`config.mk`:
```
export PLATFORM = sky130hd
export DESIGN_NAME = wiper_nvm_ctrl
export DESIGN_NICKNAME = d
export VERILOG_FILES = /design/src/rtl/wnv_pkg.sv /design/src/rtl/wnv_rise_detect.sv /design/src/rtl/wnv_busy_timer.sv /design/src/rtl/wnv_fuse_bank.sv /design/src/rtl/wnv_cmd_arbiter.sv /design/src/rtl/wiper_nvm_ctrl.sv
export SDC_FILE = /design/constraint.sdc
export NUM_CORES = 1
export LEC_CHECK = 0
export ABC_CLOCK_PERIOD_IN_PS = 3800
export BUFFER_PORTS_ARGS = -buffer_cell sky130_fd_sc_hd__buf_2
export CAP_MARGIN = 20
export CORE_ASPECT_RATIO = 1.25
export CORE_MARGIN = 2
export CORE_UTILIZATION = 51
export DETAILED_ROUTE_END_ITERATION = 10
export PLACE_DENSITY = 0.66
export SYNTH_ARGS = -nofsm -noshare
export SYNTH_HDL_FRONTEND = slang
export SYNTH_SLANG_ARGS = --single-unit
```
`constraint.sdc`:
```
create_clock -name clk -period 3.8 [get_ports clk]
set_input_delay 0.38 -clock clk [delete_from_list [all_inputs] [get_ports clk]]
set_output_delay 0.38 -clock clk [all_outputs]
set_load 0.01 [all_outputs]
```
`src/rtl/wnv_pkg.sv`:
```
package wnv_pkg;

    localparam int WIPER_W = 10;
    localparam logic [WIPER_W-1:0] WIPER_MID = WIPER_W'(1) << (WIPER_W - 1);

    typedef enum logic [2:0] {
        OP_NONE    = 3'd0,
        OP_REFRESH = 3'd1,
        OP_WRITE   = 3'd2,
        OP_STORE   = 3'd3,
        OP_REJECT  = 3'd4,
        OP_READ    = 3'd5
    } op_e;

    typedef struct packed {
        op_e                op;
        logic [WIPER_W-1:0] data;
    } req_t;

    function automatic int max_of4(input int a, input int b, input int c, input int d);
        int m;
        m = a;
        if (b > m) m = b;
        if (c > m) m = c;
        if (d > m) m = d;
        return m;
    endfunction

endpackage

```
`src/rtl/wnv_rise_detect.sv`:
```
module wnv_rise_detect #(
    parameter int STAGES = 2
) (
    input  logic clk,
    input  logic rst,
    input  logic pin,
    output logic rise
);
    logic [STAGES:0] sh;

    always_ff @(posedge clk) begin
        if (rst) sh <= '0;
        else     sh <= {sh[STAGES-1:0], pin};
    end

    assign rise = sh[STAGES-1] & ~sh[STAGES];

    AST_RISE_SINGLE: assert property (@(posedge clk) disable iff (rst)
        rise |=> !rise);

endmodule

```
`src/rtl/wnv_busy_timer.sv`:
```
module wnv_busy_timer #(
    parameter int TW      = 8,
    parameter int RST_CNT = 3
) (
    input  logic          clk,
    input  logic          rst,
    input  logic          start,
    input  logic [TW-1:0] load,
    output logic          busy,
    output logic          done
);
    logic [TW-1:0] cnt;

    assign done = busy && (cnt == '0);

    always_ff @(posedge clk) begin
        if (rst) begin
            busy <= 1'b1;
            cnt  <= TW'(RST_CNT);
        end else if (start) begin
            busy <= 1'b1;
            cnt  <= load;
        end else if (done) begin
            busy <= 1'b0;
        end else if (busy) begin
            cnt <= cnt - 1'b1;
        end
    end

    AST_DONE_CLEARS: assert property (@(posedge clk) disable iff (rst)
        (done && !start) |=> !busy);

endmodule

```
`src/rtl/wnv_fuse_bank.sv`:
```
module wnv_fuse_bank
    import wnv_pkg::*;
#(
    parameter int SLOTS = 20,
    parameter int IDX_W = 5,
    parameter int CW    = 5
) (
    input  logic               clk,
    input  logic               rst,
    input  logic               prog_en,
    input  logic [WIPER_W-1:0] prog_data,
    input  logic [IDX_W-1:0]   rd_idx,
    output logic               full,
    output logic [WIPER_W-1:0] last_val,
    output logic [WIPER_W-1:0] rd_val
);
    logic [WIPER_W-1:0] cells [SLOTS];
    logic [CW-1:0]      used_q;

    assign full = (used_q == CW'(SLOTS));

    always_ff @(posedge clk) begin
        if (rst)                  used_q <= '0;
        else if (prog_en && !full) used_q <= used_q + 1'b1;
    end

    for (genvar g = 0; g < SLOTS; g++) begin : g_cell
        always_ff @(posedge clk) begin
            if (rst)
                cells[g] <= '0;
            else if (prog_en && (used_q == CW'(g)))
                cells[g] <= prog_data;
        end

        AST_SLOT_FROZEN: assert property (@(posedge clk) disable iff (rst)
            (used_q > CW'(g)) |=> $stable(cells[g]));
    end

    always_comb begin
        last_val = WIPER_MID;
        for (int i = 0; i < SLOTS; i++)
            if (CW'(i) < used_q) last_val = cells[i];
    end

    always_comb begin
        rd_val = '0;
        for (int i = 0; i < SLOTS; i++)
            if (rd_idx == IDX_W'(i)) rd_val = cells[i];
    end

    AST_COUNT_BOUND: assert property (@(posedge clk) disable iff (rst)
        used_q <= CW'(SLOTS));
    AST_FULL_NO_PROG: assert property (@(posedge clk) disable iff (rst)
        full |-> !prog_en);
    AST_COUNT_STEP: assert property (@(posedge clk) disable iff (rst)
        !$stable(used_q) |-> (used_q == $past(used_q) + 1'b1));

endmodule

```
`src/rtl/wnv_cmd_arbiter.sv`:
```
module wnv_cmd_arbiter
    import wnv_pkg::*;
(
    input  logic               busy,
    input  logic               full,
    input  logic               sw_reset,
    input  logic               hw_rise,
    input  logic               store,
    input  logic               mem_read,
    input  logic               wr,
    input  logic [WIPER_W-1:0] data,
    output logic               accept,
    output req_t               req
);
    always_comb begin
        req.op   = OP_NONE;
        req.data = data;
        if (!busy) begin
            if (sw_reset || hw_rise) req.op = OP_REFRESH;
            else if (store)          req.op = full ? OP_REJECT : OP_STORE;
            else if (mem_read)       req.op = OP_READ;
            else if (wr)             req.op = OP_WRITE;
        end
        accept = (req.op != OP_NONE);
    end

endmodule

```
`src/rtl/wiper_nvm_ctrl.sv`:
```
module wiper_nvm_ctrl
    import wnv_pkg::*;
#(
    parameter int SLOTS        = 20,
    parameter int T_PWRUP_CYC  = 200000,
    parameter int T_RESET_CYC  = 150000,
    parameter int T_STORE_CYC  = 800000,
    parameter int T_READ_CYC   = 130000,
    parameter int T_WRITE_CYC  = 41,
    parameter int T_REJECT_CYC = 2
) (
    input  logic               clk,
    input  logic               rst,
    input  logic               hw_reset_pin,
    input  logic               cmd_sw_reset,
    input  logic               cmd_wr,
    input  logic               cmd_store,
    input  logic               cmd_mem_read,
    input  logic [WIPER_W-1:0] cmd_data,
    output logic [WIPER_W-1:0] wiper,
    output logic               busy,
    output logic [WIPER_W-1:0] rd_data,
    output logic               rd_valid
);
    localparam int IDX_W = (SLOTS > 1) ? $clog2(SLOTS) : 1;
    localparam int CW    = $clog2(SLOTS + 1);
    localparam int MAXD  = max_of4(max_of4(T_PWRUP_CYC, T_RESET_CYC, T_STORE_CYC, T_READ_CYC),
                                   T_WRITE_CYC, T_REJECT_CYC, 1);
    localparam int TW    = $clog2(MAXD + 1);

    logic               hw_rise, accept, done, full;
    req_t               req;
    op_e                cur_op;
    logic [WIPER_W-1:0] cur_data, last_val, rd_val;
    logic [TW-1:0]      dur;

    wnv_rise_detect #(.STAGES(2)) u_rise (
        .clk(clk), .rst(rst), .pin(hw_reset_pin), .rise(hw_rise)
    );

    wnv_cmd_arbiter u_arb (
        .busy(busy), .full(full), .sw_reset(cmd_sw_reset), .hw_rise(hw_rise),
        .store(cmd_store), .mem_read(cmd_mem_read), .wr(cmd_wr),
        .data(cmd_data), .accept(accept), .req(req)
    );

    always_comb begin
        case (req.op)
            OP_REFRESH: dur = TW'(T_RESET_CYC - 1);
            OP_STORE:   dur = TW'(T_STORE_CYC - 1);
            OP_REJECT:  dur = TW'(T_REJECT_CYC - 1);
            OP_READ:    dur = TW'(T_READ_CYC - 1);
            OP_WRITE:   dur = TW'(T_WRITE_CYC - 1);
            default:    dur = '0;
        endcase
    end

    wnv_busy_timer #(.TW(TW), .RST_CNT(T_PWRUP_CYC - 1)) u_timer (
        .clk(clk), .rst(rst), .start(accept), .load(dur), .busy(busy), .done(done)
    );

    wnv_fuse_bank #(.SLOTS(SLOTS), .IDX_W(IDX_W), .CW(CW)) u_bank (
        .clk(clk), .rst(rst),
        .prog_en(done && (cur_op == OP_STORE)), .prog_data(wiper),
        .rd_idx(cur_data[IDX_W-1:0]),
        .full(full), .last_val(last_val), .rd_val(rd_val)
    );

    always_ff @(posedge clk) begin
        if (rst) begin
            cur_op   <= OP_REFRESH;
            cur_data <= '0;
            wiper    <= WIPER_MID;
            rd_data  <= '0;
            rd_valid <= 1'b0;
        end else begin
            rd_valid <= 1'b0;
            if (accept) begin
                cur_op   <= req.op;
                cur_data <= req.data;
            end else if (done) begin
                case (cur_op)
                    OP_REFRESH: wiper <= last_val;
                    OP_WRITE:   wiper <= cur_data;
                    OP_READ: begin
                        rd_data  <= rd_val;
                        rd_valid <= 1'b1;
                    end
                    default: ;
                endcase
                cur_op <= OP_NONE;
            end
        end
    end

    AST_NO_ACCEPT_BUSY: assert property (@(posedge clk) disable iff (rst)
        busy |-> !accept);
    AST_BUSY_AFTER_ACCEPT: assert property (@(posedge clk) disable iff (rst)
        accept |=> busy);
    AST_WIPER_AT_END: assert property (@(posedge clk) disable iff (rst)
        !$stable(wiper) |-> ($past(busy) && !busy));
    AST_RDV_AT_END: assert property (@(posedge clk) disable iff (rst)
        rd_valid |-> ($past(busy) && !busy));

endmodule

```
==> impl_metrics.tcl, run 1 <==
set metrics [dict create \
    fp.dieH_um 196 \
    fmax_ghz 0.318 \
    setup.worst_path.end_class "flop" \
    gp_congestion 1.07 \
    ant_nets 0 \
    hold_buffers 0 \
    cts_tree "built" \
    worst_slew_pin_slew_ns 1.22 \
    netlist-cell-type-count 84 \
    cts-root-buf "clkbuf_16" \
    r2r_slack_ns 0.65 \
    cpPeakStageDelay_ns 0.70 \
    worstReg2RegStart "u_timer.cnt[2]" \
    htree_num_levels 1 \
    finalWirelength_mm 63.0 \
    hold-path-cell-count 2 \
    whs_endpoint "u_rise.sh[0]" \
    rows 70 \
    post_drt_wl_per_cell_um 31.7 \
    power.total_uw 6360 \
    die_area_um2 30800 \
    cap_viol_max_count 0 \
    drt-initial-drc-count 1814 \
    hold_start "hw_reset_pin" \
    cp.arrival_ns 3.42 \
    yosysTopAreaCell "edfxtp_1" \
    synthToLayoutAreaGrowth_pct 11.7 \
    skew_ns 0.0135 \
    seqCellArea_um2 7270 \
    grt_antenna_before_repair 3 \
    pre_cts_slack_ns 0.748 \
    start_util_pct 51.6 \
    critPathLaunchType "flop" \
    r2r_end "u_bank.cells[3][39]" \
    drt_drc_violations_left 0 \
    synth_ff_type "edfxtp_1" \
    synth_edf_count 200 \
    period_share_pct 82.8 \
    fin_ws_ns 0.653 \
    grt_pass1_vias 12900 \
    via_count 13700 \
    syn_nets 1556 \
    power_density_nw_per_um2 380 \
    vias_per_cell 6.92 \
    ioPinCount 39 \
    crit_fanout 10 \
    grt_remaining_overflow 0 \
    p_leak_uw 0.00582 \
    synth_top_area_share_pct 40.0 \
    vdd_drop_max_uv 356 \
    numPortBuffers 38 \
    clk_pin_slew_worst_paths_ns 0.06 \
    final_cell_mix "and2_1 (206), edfxtp_1 (200), o21ai_0 (113)" \
    hold_slack_ns 0.0239 \
    worstRegToRegCells 6 \
    die_width_um 157 \
    cts_buffer_depth 3 \
    status "finished, final reports clean" \
    setup_viol 0 \
    yosysSeqAreaShare_pct 48.4 \
    path_class "reg -> reg" \
    fin_nets 1587 \
    dp_hpwl_mm 45.9 \
    hold_viol 0 \
    synthTopCellsByArea "edfxtp_1 (40%), and2_1 (8.6%), dfxtp_1 (8.4%)" \
    relSlewSlack_pct 18.7 \
    fill_cells 2602 \
    multi_input_area_um2 7170 \
    drive_above_1_share_pct 14.7 \
    synth-seq-cells 263 \
    numClockSinks 263 \
    yosysWarnings 0 \
    numCtsBuffers 28 \
    grt_usage_pct 40.8 \
    crit_family "simple AND/OR/NAND/NOR gates" \
    grt_pass1_wl_mm 90.3 \
    syn-mean-instance-area_um2 9.78 \
    crit_chain "nor3_2, nand3_1, nor4_4, nand4_1, o21ai_0, buf_4" \
    drtPass1Iterations 6 \
    coreArea_um2 29100 \
    netlist_instances 1535 \
    crit_cells 6 \
    path_buf_inv 1 \
    drv_slew 0 \
    min_period_ns 3.15 \
    rsz0062_at_grt "false" \
    final_common_cell "and2_1" \
    grt_max_degree 59 \
    critical_path.slowest_cell "nor4_4" \
    worstPathRequired_ns 4.07 \
    synthesis.area_um2 15000 \
    cts-resized-gates 0 \
    worstSkewPairLatency_ns 0.57 \
    cts_setup_buffers 0 \
    tns_ns 0 \
    hold_class "in -> reg" \
    ys_async_sr_fraction_pct 0 \
]
-- flip-flops by register name, indices dropped and copies added (netlist names) --
signal	cells
cur_data	10
cur_op	3
rd_data	10
rd_valid	1
u_bank.cells	200
u_bank.used_q	5
u_rise.sh	3
u_timer.busy	1
u_timer.cnt	20
wiper	10
-- how the worst max path moves through the flow --
stage	start	to	slack (ns)
global placement	u_timer.cnt[7]	u_bank.cells[3][34]	0.79
finish	u_timer.cnt[2]	u_bank.cells[3][39]	0.65
detailed placement	u_timer.cnt[2]	u_bank.cells[3][37]	0.75
CTS	u_timer.cnt[2]	u_bank.cells[3][32]	0.71
floorplan	u_bank.used_q[0]	u_timer.cnt[3]	0.99
global route	u_timer.cnt[2]	u_bank.cells[1][35]	0.48
-- where the power goes --
| part | internal, uW | total, uW | leakage (uW) | switching, uW |
|---|---|---|---|---|
| Combinational | 62.8 | 191 | 0.00288 | 128 |
| Sequential | 3190 | 3280 | 0.00246 | 93.8 |
| Clock | 1710 | 2890 | 0.000471 | 1180 |
-- synthesized netlist by cell type, types with 13 or more instances --
master	n
a31oi_1	20
nor2b_1	23
nor3_1	41
buf_2	14
o21ai_0	113
nand4_1	15
o22ai_1	24
nor2_1	110
edfxtp_1	200
clkbuf_1	80
mux2_2	23
o221ai_1	13
inv_1	19
nand2b_1	14
and2_1	206
nand3_1	43
nand2_1	101
o211ai_1	23
buf_1	18
a21oi_1	81
a22oi_1	16
mux2i_1	22
a21o_1	17
dfxtp_1	63
or3_1	20
-- layer usage --
metal / GRT usage (%) / wire length [um] / vias up / share of wire (%)
met3: 6.83 / 6460 / 273 / 10
met5: 0 / 32 / - / 0.051
li1: - / - / 5812 / -
met4: 25.3 / 4780 / 4 / 7.6
met2: 62.3 / 28000 / 1012 / 44
met1: 53.9 / 23700 / 6631 / 38
-- kinds of logic (layout without fill, tap and decap cells) --
group | Yosys count | count (layout) | share of synthesized area (%)
fa+ha+maj | 4 | 4 | 0.333
buf+inv | 137 | 189 | 3.89
compound gates | 433 | 433 | 19.2
other cells | 0 | 2 | 0
flops | 263 | 263 | 48.4
simple gates | 641 | 641 | 23.4
mux | 54 | 54 | 4.54
xor+xnor | 3 | 3 | 0.175
-- cell type report --
class	count	area share (%)
clock inverter	16	1.08
clock buffer	35	4.64
inverter	20	0.448
timing repair buffer	118	4.70
antenna	2	0.0299
tap	396	2.96
sequential	263	43.4
multi-input combinational	1135	42.8
-- metrics by stage --
stage | area [um^2] | instances | util (%)
finish | 16800 | 1985 | 57.7
global route | 16800 | 1984 | 57.6
CTS | 16800 | 1982 | 57.6
detailed placement | 15800 | 1931 | 54.3
global placement | 15800 | 1931 | 54.3
floorplan | 15000 | 1535 | -
-- worst register-to-register path, cell delays in order (launching register included) --
cell	delay [ns]
dfxtp_1	0.37
nor3_2	0.34
nand3_1	0.36
nor4_4	0.71
nand4_1	0.44
o21ai_0	0.39
buf_4	0.25
Note: power is estimated with default switching activity, not from simulation.
==> inputs of run 2 (changes only) <==
ABC_CLOCK_PERIOD_IN_PS = 2550   (was 3800)
PLACE_DENSITY = 0.69   (was 0.66)
clock period = 2.55 ns   (was 3.8 ns; I/O delays follow)
==> run 2 against run 1 <==
  * Fmax increased by 24%
  * Total power increased by 50%
  * Largest power group unchanged
  * Die area unchanged
  * Critical path type unchanged
  * Register-to-register slack worse by 0.64 ns
  * Sequential power up 49%
==> impl_metrics.tcl, run 2 (same netlist as run 1, synthesis figures left out) <==
set metrics [dict create \
    status "finished, final reports clean" \
    p_int_uw 7360 \
    dp_hpwl_mm 50.4 \
    numClockSinks 263 \
    worstSkewPairLatency_ns 0.57 \
    drt-initial-drc-count 1841 \
    rows 70 \
    switchingPower_uw 2170 \
    fin_nets 1793 \
    path_class "reg -> reg" \
    fin_ws_ns 0.00932 \
    grt_remaining_overflow 0 \
    numPortBuffers 38 \
    fin_util_pct 63.9 \
    fmax_ghz 0.394 \
    hold_class "in -> reg" \
    crit_fanout 11 \
    post_drt_wl_per_cell_um 30.3 \
    cts_buffer_depth 3 \
    hold_viol 0 \
    drtPass1Iterations 10 \
    grt_pass1_vias 14100 \
    comb_power_share_pct 3.8 \
    power_density_nw_per_um2 513 \
    coreArea_um2 29100 \
    grt_max_degree 36 \
    switching_share_pct 22.7 \
    vdd_drop_max_uv 578 \
    ioPinCount 39 \
    r2r_slack_ns 0.009 \
    htree_num_levels 1 \
    grt_pass1_wl_mm 96.0 \
    power.total_uw 9530 \
    pwr-share-clk_pct 45.0 \
    worst_slew_pin_slew_ns 0.757 \
    regMostFlops "u_bank.cells" \
    fill_cells 2433 \
    synthToLayoutAreaGrowth_pct 23.7 \
    pre_cts_slack_ns -0.124 \
    final_common_cell "buf_4" \
    cap_viol_max_count 0 \
    die_width_um 157 \
    drv_slew 0 \
    period_share_pct 99.6 \
    largest_reg_flops 200 \
    cp.arrival_ns 2.99 \
    pwr-share-seq_pct 51.2 \
    setup.worst_path.end_class "flop" \
    vias_per_cell 6.70 \
    relSlewSlack_pct 49.5 \
    min_period_ns 2.54 \
    drt_drc_violations_left 0 \
    critPathLaunchType "flop" \
    via_count 14700 \
    final_cell_mix "buf_4 (263), and2_1 (206), edfxtp_1 (200)" \
    hold-path-cell-count 3 \
    fp.dieH_um 196 \
    grt_antenna_before_repair 3 \
    numCtsBuffers 29 \
    gp_congestion 1.04 \
    die_area_um2 30800 \
    cts_tree "built" \
    setup_viol 0 \
    skew_ns 0.0112 \
    grt_usage_pct 43.1 \
    cts-root-buf "clkbuf_16" \
    drive_above_1_share_pct 25.2 \
    worstPathRequired_ns 3.00 \
    hold_slack_ns 0.0250 \
    finalWirelength_mm 66.4 \
    top_regs "u_bank.cells (200), u_timer.cnt (20)" \
    clk_pin_slew_worst_paths_ns 0.07 \
    p_leak_uw 0.00688 \
    start_util_pct 51.6 \
    worstRegToRegCells 9 \
    ant_nets 0 \
]
-- run 2: cell types whose count changed in the layout (fill, tap and decap cells not counted), moves of 3 or more --
cell	before	now
buf_4	79	263
nor3_2	5	8
nor3_1	41	38
clkinv_4	0	3
dlygate4sd3_1	0	7
nand3_1	43	40
nand3_2	0	3
o21ai_0	113	105
o21ai_1	1	8
buf_12	0	14
-- run 2: final timing paths --
path	start	to
worst max-delay path	u_bank.used_q[0]	u_timer.cnt[3]
worst min register to register	u_rise.sh[0]	u_rise.sh[1]
worst min-delay path	cmd_data[2]	cur_data[2]
worst max register to register	u_bank.used_q[0]	u_timer.cnt[3]
-- run 2: cell type report --
| cell class | instances | area [um^2] | area share (%) |
|---|---|---|---|
| Clock buffer | 34 | 774 | 4.17 |
| Tap cell | 396 | 495 | 2.67 |
| Timing Repair Buffer | 323 | 2530 | 13.6 |
| Clock inverter | 18 | 178 | 0.957 |
| Antenna cell | 1 | 2.50 | 0.0135 |
| Sequential cell | 263 | 7270 | 39.2 |
| Multi-Input combinational cell | 1135 | 7240 | 39.0 |
| Inverter | 20 | 78.8 | 0.424 |
-- run 2: routing by layer --
layer | vias up | routed length (um) | track usage, %
li1 | 6222 | - | -
met1 | 7091 | 24100 | 54.7
met2 | 1076 | 29900 | 66.9
met3 | 292 | 7160 | 9.96
met4 | 2 | 5210 | 26.3
met5 | - | 13 | 0
-- run 2: worst max-delay path, cell delays in order (launching register included) --
cell and delay (ns):
dfxtp_2 0.34, buf_4 0.18, clkinvlp_4 0.17, ha_1 0.22
nand4b_1 0.32, o21bai_1 0.37, a21o_1 0.35, nor2_1 0.15
o21ai_0 0.22, nand3_1 0.09
-- run 2: power by group through the flow --
stage	clock network [uW]	logic [uW]	registers, uW
after global placement	0	333	4960
after detailed placement	0	340	4960
after floorplan	0	165	4890
after CTS	4290	349	4870
after global routing	4440	377	4880
final	4290	360	4880
-- run 2: per-stage QoR --
stage | std cells | TNS, ns | instance area (um^2)
finish | 2190 | 0 | 18600
global route | 2189 | -0.0164 | 18600
CTS | 2188 | 0 | 18500
detailed placement | 2128 | -1.97 | 17500
global placement | 2128 | -2.06 | 17500
floorplan | 1535 | -2.98 | 15000
-- run 2: what timing repair did --
item	4_1_cts	5_1_grt
resized for setup	3	19
hold buffers	7	0
pin swaps	1	2
hold endpoints to repair	7	0
setup buffers	1	1
endpoints found under the setup margin	31	132
